$ cat src/rtl/ctlword_pkg.sv
package ctlword_pkg;
   localparam int unsigned BUS_AW      = 3;
   localparam int unsigned BUS_DW      = 8;
   localparam int unsigned BYTES_PER_W = 4;
   localparam int unsigned WORD_W      = BUS_DW * BYTES_PER_W;
   localparam logic [BUS_AW-1:0] ADDR_INDEX = 3'd4;

   typedef logic [BUS_DW-1:0] bus_byte_t;
   typedef logic [WORD_W-1:0] ctl_word_t;

   typedef enum logic {XF_IDLE = 1'b0, XF_WAIT = 1'b1} xfer_state_e;
endpackage

$ cat src/rtl/ctlword_strobe_sync.sv
module ctlword_strobe_sync #(
   parameter int unsigned SYNC_STAGES = 2
) (
   input  logic clk,
   input  logic rst_n,
   input  logic strobe_async,
   output logic pulse
);
   generate
      if (SYNC_STAGES < 2) begin : g_bad
         $error("SYNC_STAGES must be at least 2");
      end
   endgenerate

   logic [SYNC_STAGES-1:0] sync_q;
   logic                   last_q;

   always_ff @(posedge clk or negedge rst_n) begin
      if (!rst_n) begin
         sync_q <= '0;
         last_q <= 1'b0;
      end else begin
         sync_q <= {sync_q[SYNC_STAGES-2:0], strobe_async};
         last_q <= sync_q[SYNC_STAGES-1];
      end
   end

   assign pulse = sync_q[SYNC_STAGES-1] & ~last_q;
endmodule

$ cat src/rtl/ctlword_holding.sv
module ctlword_holding
   import ctlword_pkg::*;
#(
   parameter int unsigned NUM_BYTES = BYTES_PER_W
) (
   input  logic                    clk,
   input  logic                    rst_n,
   input  logic                    wr_pulse,
   input  logic [BUS_AW-1:0]       wr_addr,
   input  bus_byte_t               wr_data,
   output logic [NUM_BYTES*BUS_DW-1:0] word
);
   generate
      if (NUM_BYTES > 4) begin : g_bad
         $error("NUM_BYTES exceeds the holding address range");
      end
      for (genvar b = 0; b < NUM_BYTES; b++) begin : g_byte
         bus_byte_t byte_q;
         always_ff @(posedge clk or negedge rst_n) begin
            if (!rst_n) begin
               byte_q <= '0;
            end else if (wr_pulse && wr_addr == BUS_AW'(b)) begin
               byte_q <= wr_data;
            end
         end
         assign word[b*BUS_DW +: BUS_DW] = byte_q;
      end
   endgenerate
endmodule

$ cat src/rtl/ctlword_xfer_seq.sv
module ctlword_xfer_seq
   import ctlword_pkg::*;
#(
   parameter int unsigned XFER_DELAY = 4
) (
   input  logic      clk,
   input  logic      rst_n,
   input  logic      start,
   input  bus_byte_t idx_in,
   output logic      busy,
   output logic      commit,
   output bus_byte_t commit_idx
);
   localparam int unsigned CNT_W = (XFER_DELAY > 1) ? $clog2(XFER_DELAY) : 1;

   generate
      if (XFER_DELAY < 1) begin : g_bad
         $error("XFER_DELAY must be at least 1");
      end
   endgenerate

   xfer_state_e      state_q;
   logic [CNT_W-1:0] cnt_q;

   always_ff @(posedge clk or negedge rst_n) begin
      if (!rst_n) begin
         state_q    <= XF_IDLE;
         cnt_q      <= '0;
         commit_idx <= '0;
      end else begin
         case (state_q)
            XF_IDLE: if (start) begin
               state_q    <= XF_WAIT;
               cnt_q      <= CNT_W'(XFER_DELAY - 1);
               commit_idx <= idx_in;
            end
            XF_WAIT: if (cnt_q == '0) begin
               state_q <= XF_IDLE;
            end else begin
               cnt_q <= cnt_q - 1'b1;
            end
            default: state_q <= XF_IDLE;
         endcase
      end
   end

   assign busy   = (state_q == XF_WAIT);
   assign commit = busy && (cnt_q == '0);
endmodule

$ cat src/rtl/ctlword_target_bank.sv
module ctlword_target_bank
   import ctlword_pkg::*;
#(
   parameter int unsigned NUM_TARGETS = 16
) (
   input  logic                          clk,
   input  logic                          rst_n,
   input  logic                          commit,
   input  bus_byte_t                     idx,
   input  ctl_word_t                     word,
   output logic [NUM_TARGETS*WORD_W-1:0] words
);
   generate
      if (NUM_TARGETS < 1 || NUM_TARGETS > 256) begin : g_bad
         $error("NUM_TARGETS must be between 1 and 256");
      end
      for (genvar t = 0; t < NUM_TARGETS; t++) begin : g_tgt
         ctl_word_t reg_q;
         always_ff @(posedge clk or negedge rst_n) begin
            if (!rst_n) begin
               reg_q <= '0;
            end else if (commit && 32'(idx) == t) begin
               reg_q <= word;
            end
         end
         assign words[t*WORD_W +: WORD_W] = reg_q;
      end
   endgenerate
endmodule

$ cat src/rtl/ctlword_loader.sv
module ctlword_loader
   import ctlword_pkg::*;
#(
   parameter int unsigned NUM_TARGETS = 16,
   parameter int unsigned XFER_DELAY  = 4,
   parameter int unsigned SYNC_STAGES = 2
) (
   input  logic                          clk,
   input  logic                          rst_n,
   input  logic                          hst_we,
   input  logic [2:0]                    hst_addr,
   input  logic [7:0]                    hst_data,
   output logic                          busy,
   output logic [NUM_TARGETS*32-1:0]     ctl_words
);
   logic      cap_pulse;
   logic      start;
   logic      commit;
   bus_byte_t commit_idx;
   ctl_word_t hold_word;

   ctlword_strobe_sync #(.SYNC_STAGES(SYNC_STAGES)) u_sync (
      .clk(clk), .rst_n(rst_n), .strobe_async(hst_we), .pulse(cap_pulse)
   );

   ctlword_holding #(.NUM_BYTES(BYTES_PER_W)) u_hold (
      .clk(clk), .rst_n(rst_n), .wr_pulse(cap_pulse),
      .wr_addr(hst_addr), .wr_data(hst_data), .word(hold_word)
   );

   assign start = cap_pulse && (hst_addr == ADDR_INDEX);

   ctlword_xfer_seq #(.XFER_DELAY(XFER_DELAY)) u_seq (
      .clk(clk), .rst_n(rst_n), .start(start), .idx_in(hst_data),
      .busy(busy), .commit(commit), .commit_idx(commit_idx)
   );

   ctlword_target_bank #(.NUM_TARGETS(NUM_TARGETS)) u_bank (
      .clk(clk), .rst_n(rst_n), .commit(commit), .idx(commit_idx),
      .word(hold_word), .words(ctl_words)
   );
endmodule

$ cat config.mk
export PLATFORM = sky130hd
export DESIGN_NAME = ctlword_loader
export DESIGN_NICKNAME = d
export VERILOG_FILES = /design/src/rtl/ctlword_pkg.sv /design/src/rtl/ctlword_strobe_sync.sv /design/src/rtl/ctlword_holding.sv /design/src/rtl/ctlword_xfer_seq.sv /design/src/rtl/ctlword_target_bank.sv /design/src/rtl/ctlword_loader.sv
export SDC_FILE = /design/constraint.sdc
export NUM_CORES = 1
export LEC_CHECK = 0
export ABC_AREA = 1
export ABC_CLOCK_PERIOD_IN_PS = 3020
export BUFFER_PORTS_ARGS = -buffer_cell sky130_fd_sc_hd__buf_2
export CAP_MARGIN = 40
export CORE_ASPECT_RATIO = 1.25
export CORE_UTILIZATION = 46
export DETAILED_ROUTE_END_ITERATION = 10
export PLACE_DENSITY = 0.75
export SLEW_MARGIN = 20
export SYNTH_ARGS = -nofsm -noshare
export SYNTH_HDL_FRONTEND = slang
export SYNTH_SLANG_ARGS = --single-unit
$ cat constraint.sdc
create_clock -name clk -period 3.02 [get_ports clk]
set_clock_uncertainty 0.2 [all_clocks]
set_input_delay 0.604 -clock clk [delete_from_list [all_inputs] [get_ports clk]]
set_output_delay 0.604 -clock clk [all_outputs]
set_load 0.02 [all_outputs]
# ---- Yosys cells after proc, flatten, opt, wreduce, memory -nomap -nowiden
# Cells that the tools add are included.
dict set report classes {
  add_sub_neg 1
  n_eq_ne 21
  n_mux 6
  bitwise 3
  n_reduce_logical 27
}
# op count
set ops {}
lappend ops {{8-bit by 4-bit equality test with 1-bit output (second input constant)} 8}
lappend ops {{8-bit by 3-bit equality test with 1-bit output (second input constant)} 4}
lappend ops {{1-bit logical AND} 22}
lappend ops {{8-bit by 2-bit equality test with 1-bit output (second input constant)} 2}
lappend ops {{8-bit by 1-bit equality test with 1-bit output (second input constant)} 1}
lappend ops {{8-bit zero test} 1}
lappend ops {{3-bit by 2-bit equality test with 1-bit output (second input constant)} 2}
lappend ops {{2-bit 2-to-1 mux} 2}
lappend ops {{2-bit != test (second input constant)} 2}
lappend ops {{2-bit one-hot mux with 2 select lines} 1}
lappend ops {{2-bit AND reduction} 2}
lappend ops {{3-bit by 1-bit equality test with 1-bit output (second input constant)} 1}
lappend ops {{3-bit equality test (second input constant)} 1}
lappend ops {{3-bit zero test} 1}
lappend ops {{2-bit zero test} 1}
lappend ops {{1-bit 2-to-1 mux} 2}
lappend ops {{1-bit inverter} 2}
lappend ops {{1-bit one-hot mux with 2 select lines} 1}
lappend ops {{2-bit by 1-bit subtractor with 2-bit output (second input constant)} 1}
lappend ops {{1-bit bitwise AND} 1}
dict set report totals {
  register_bits 558
  input_bits 14
  out_inout_bits 513
}

# ---- Logic depth before layout (Yosys ltp)
dict set report logic_depth {
  ltp_word 5
  depth_mapped 10
  depth_no_buf 8
}

# ---- Hierarchy
# Synthesis repeated with hierarchy kept, for this count alone.
dict set report hier_totals {
  cells_unflattened 2503
  hier_area_um2 21879.7
}
# module n_inst cells_per_inst area_per_inst_um2
set modules_own_cells {}
lappend modules_own_cells {ctlword_target_bank 1 2292 19960.4}
lappend modules_own_cells {ctlword_holding 1 146 1327.5}
lappend modules_own_cells {ctlword_xfer_seq 1 55 485.5}
lappend modules_own_cells {ctlword_strobe_sync 1 5 85.1}
lappend modules_own_cells {ctlword_loader 1 5 21.3}

# ---- Worst setup path before layout
# Ideal clock, no wire load.
dict set report synth_path {
  path_type {in2reg}
  start {input hst_addr[2]}
  end {register u_hold.g_byte[2].byte_q[6]}
  arrival_ns 1.520
  required_time_ns 2.689
  path_slack_ns 1.170
  path_stages 6
  path_buffers 2
  path_cell_list {nor3_1 > buf_2 > nand2_1 > clkbuf_1 > nand2_1 > o21ai_0}
}
dict set report synth_between {
  elab_chain_len 2
}
# element line
set synth_lines {}
lappend synth_lines {{from (decl)} ctlword_loader.sv:11} ;# input logic [2:0] hst_addr,
lappend synth_lines {{3-bit by 2-bit equality test with 1-bit output} ctlword_holding.sv:22} ;# end else if (wr_pulse && wr_addr == BUS_AW'(b)) begin
lappend synth_lines {{1-bit logical AND} ctlword_holding.sv:22}
lappend synth_lines {{to (signal assigned)} ctlword_holding.sv:23} ;# byte_q <= wr_data;
lappend synth_lines {{to (decl)} ctlword_holding.sv:18} ;# bus_byte_t byte_q;
# Every way passes these cells.
# A chain may end at the register's enable or synchronous reset.

# ---- Worst setup path after layout
dict set report layout_path {
  start {register u_seq.cnt_q[0]}
  end {register u_bank.g_tgt[15].reg_q[30]}
}
dict set report layout_between {
  elab_chain_len 3
}
# element line
set layout_lines {}
lappend layout_lines {{from (decl)} ctlword_xfer_seq.sv:23} ;# logic [CNT_W-1:0] cnt_q;
lappend layout_lines {{from (signal assigned)} ctlword_xfer_seq.sv:34} ;# cnt_q <= CNT_W'(XFER_DELAY - 1);
lappend layout_lines {{from (signal assigned)} ctlword_xfer_seq.sv:40} ;# cnt_q <= cnt_q - 1'b1;
lappend layout_lines {{2-bit zero test} ctlword_xfer_seq.sv:48} ;# assign commit = busy && (cnt_q == '0);
lappend layout_lines {{1-bit logical AND} ctlword_xfer_seq.sv:48}
lappend layout_lines {{1-bit logical AND} ctlword_target_bank.sv:22} ;# end else if (commit && 32'(idx) == t) begin
lappend layout_lines {{to (signal assigned)} ctlword_target_bank.sv:23} ;# reg_q <= word;
lappend layout_lines {{to (decl)} ctlword_target_bank.sv:18} ;# ctl_word_t reg_q;
# Every way passes these cells.

==> metrics <==
status finished clean; clock slew at reported path FFs 0.06 ns; Critical R2R Launch u_seq.cnt_q[0]; Post-route DRC 0; grt total ovfl 0; synthesis warning total 0; Final nets 2958; PortBufs between 500 and 600; most common cell in the netlist nand2_1; gr usage total 33.3%; critical path's top delay family buffers and inverters; setup TNS 0 ns; count of cell types in the netlist 14; startpoint types flip-flop; max_cap viols 0; Worst VDD drop 0.000467 V; vias in the first global route 20.3k; FF-to-FF End u_bank.g_tgt[15].reg_q[30]; pwr/cell area 705 nW/um^2; via/cell ratio 5.86; Top FF cell, synth dfrtp_1; Gate Count Post-Synth 2536; Synth top cells by count nand2_1, dfrtp_1, nand4_1, clkbuf_1, nand3_1; post-CTS resize count 0; leading area contributor after synthesis dfrtp_1; syn_nets 2551; Routed WL per cell 23.4 um; Synth top area share between 60% and 70%; final setup fails 0; Reg2Reg Setup Slack ~0.43 ns; H-tree depth 2; Boundary Pins 527; syn avg cell area between 8 and 9 sq um; Final Critical Period around 2.6 ns; fin crit share 85.9%; cell mode on critical path nand2_1; required time worst endpoint 3.34 ns; final hold violations 0; top cells by area, synth dfrtp_1, nand2_1, nand4_1; CTS max path bufs 3; GR Layer Usage met1 43.7%; RePlAce Congestion approximately 0.86; Worst slew margin between 40% and 50%; die width 201 um; initial antenna violation count 6; FMAX 385 MHz; synthesis-to-layout area growth 23.9%; Hold EP u_hold.g_byte[3].byte_q[5]; grt met3 use 9.60%; DRT antenna net count 0; ordered cell list for the critical path inv_1 -> ha_1 -> nand2_1 -> nor2_4 -> buf_12 -> buf_4 -> nand4_1 -> nand2_1; CP peak stage delay 0.54 ns; total die area 50300 sq um; worst-path maximum fanout 87; WHS Path Cells 3; Setup Buffers After CTS 0; WL final 85.1 mm; largest net degree at the start of global routing 138; #FFs+latches synth 558; Min Hold Slack 0.0599 ns; CP Class flip-flop to flip-flop; drt first pass iters 6; Worst Path Buf+Inv 3; met2 GRT Util 50.4%; Core Box Area 48500 sq um; cts hold-fix bufs 2; CTS buffer count 55; static leakage between 15 and 20 nW; HP Class input port to flip-flop; Tot Pwr 19.9 mW; HP Start hst_data[5]; Initial Util 46.9%; worst-margin pin slew 0.856 ns; clock root cell clkbuf_16; vias after detailed routing 21.3k; Clock Latency Late Sink 0.61 ns; first-pass GRT wire length 127 mm; register area share after synthesis 61.4%; global routing's busiest layer met2; num rows 90; Cells after DPL 3525; DR iter-0 viols between 1.5k and 2k; Die Y 251 um; Layout Cells excl Fill 3633; CP arrival between 2 and 3 ns; Slowest-stage cell, CP buf_4; Post-synth EDFFs 0; hpwl dp between 50 and 60 mm; RSZ-0062 raised after global routing no; Clock Sinks 558; layout cells sized above 1 24.4%; R2R depth 8; CTS tree built; Slew Viols, Final 0; CP endpoint kind flip-flop; Mapped Area 22700 sq um; FFs w/ async S/R, synth 100%
## how the worst max path moves through the flow
| stage | startpoint | endpoint | cells past startpoint |
|---|---|---|---|
| 5_1_grt | u_seq.cnt_q[0] | u_bank.g_tgt[3].reg_q[10] | 8 |
| 3_3_place_gp | u_seq.cnt_q[0] | u_bank.g_tgt[3].reg_q[5] | 8 |
| 2_1_floorplan | hst_addr[2] | u_hold.g_byte[2].byte_q[6] | 6 |
| 3_5_place_dp | u_seq.cnt_q[0] | u_bank.g_tgt[3].reg_q[15] | 8 |
| 4_1_cts | u_seq.cnt_q[0] | u_bank.g_tgt[3].reg_q[20] | 8 |
| 6_report | u_seq.cnt_q[0] | u_bank.g_tgt[15].reg_q[30] | 8 |
## where the power goes
part	internal (mW)	switching, mW
Sequential	7.92	0.647
Combinational	0.865	3.03
Clock	4.39	3.01
Total	13.2	6.69
## routing by layer
metal,up-vias,share of wire [%]
met5,-,0.052
met4,6,5.2
met3,273,12
met2,1397,45
met1,10400,38
li1,9236,-
## cell usage in the layout (no fill, tap or decap), drive strengths merged
master       count
buf            623
bufinv           7
clkbuf          81
clkinv          10
clkinvlp         1
dfrtp          558
diode            3
dlygate4sd3      2
ha               1
inv             23
nand2         1091
nand3          148
nand4          392
nor2            16
nor3             1
o21ai           32
## sequential cells by signal (all words and copies together) (netlist names)
signal,cells
u_hold.g_byte.byte_q,32
u_seq.commit_idx,8
u_sync.last_q,1
u_sync.sync_q,2
u_seq.busy,1
u_bank.g_tgt.reg_q,512
u_seq.cnt_q,2
## area by class of cell
type                            count  area [sq um]
Tap cell                          644           806
Timing Repair Buffer              625          3750
Clock inverter                     19           310
Sequential cell                   558         14000
Fill cell                        4227         20400
Clock buffer                       81          1650
Inverter                           22          92.6
Antenna cell                        3          7.51
Multi-Input combinational cell   1681          7590
## worst reg2reg max path: stages (launching register included)
cell     delay (ns)
dfrtp_1        0.39
inv_1          0.07
ha_1           0.15
nand2_1        0.21
nor2_4         0.22
buf_12         0.36
buf_4          0.57
nand4_1        0.21
nand2_1        0.12
## kinds of logic after synthesis
group	count (synthesis)	share of synthesized area [%]
and+or+nand+nor	1648	32.4
DFF	558	61.4
adders and majority gates	1	0.0550
buffers and inverters	297	5.47
AOI/OAI and AO/OA	32	0.704
## metrics by stage
step	setup WS [ns]	area (sq um)	util, %
after detailed placement	0.492	26100	53.8
after CTS	0.495	28100	57.9
after floorplan	1.17	22700	-
after global placement	0.549	26000	53.5
after global routing	0.222	28200	58.0
final	0.426	28200	58.0
(Power assumes the default switching activity.)
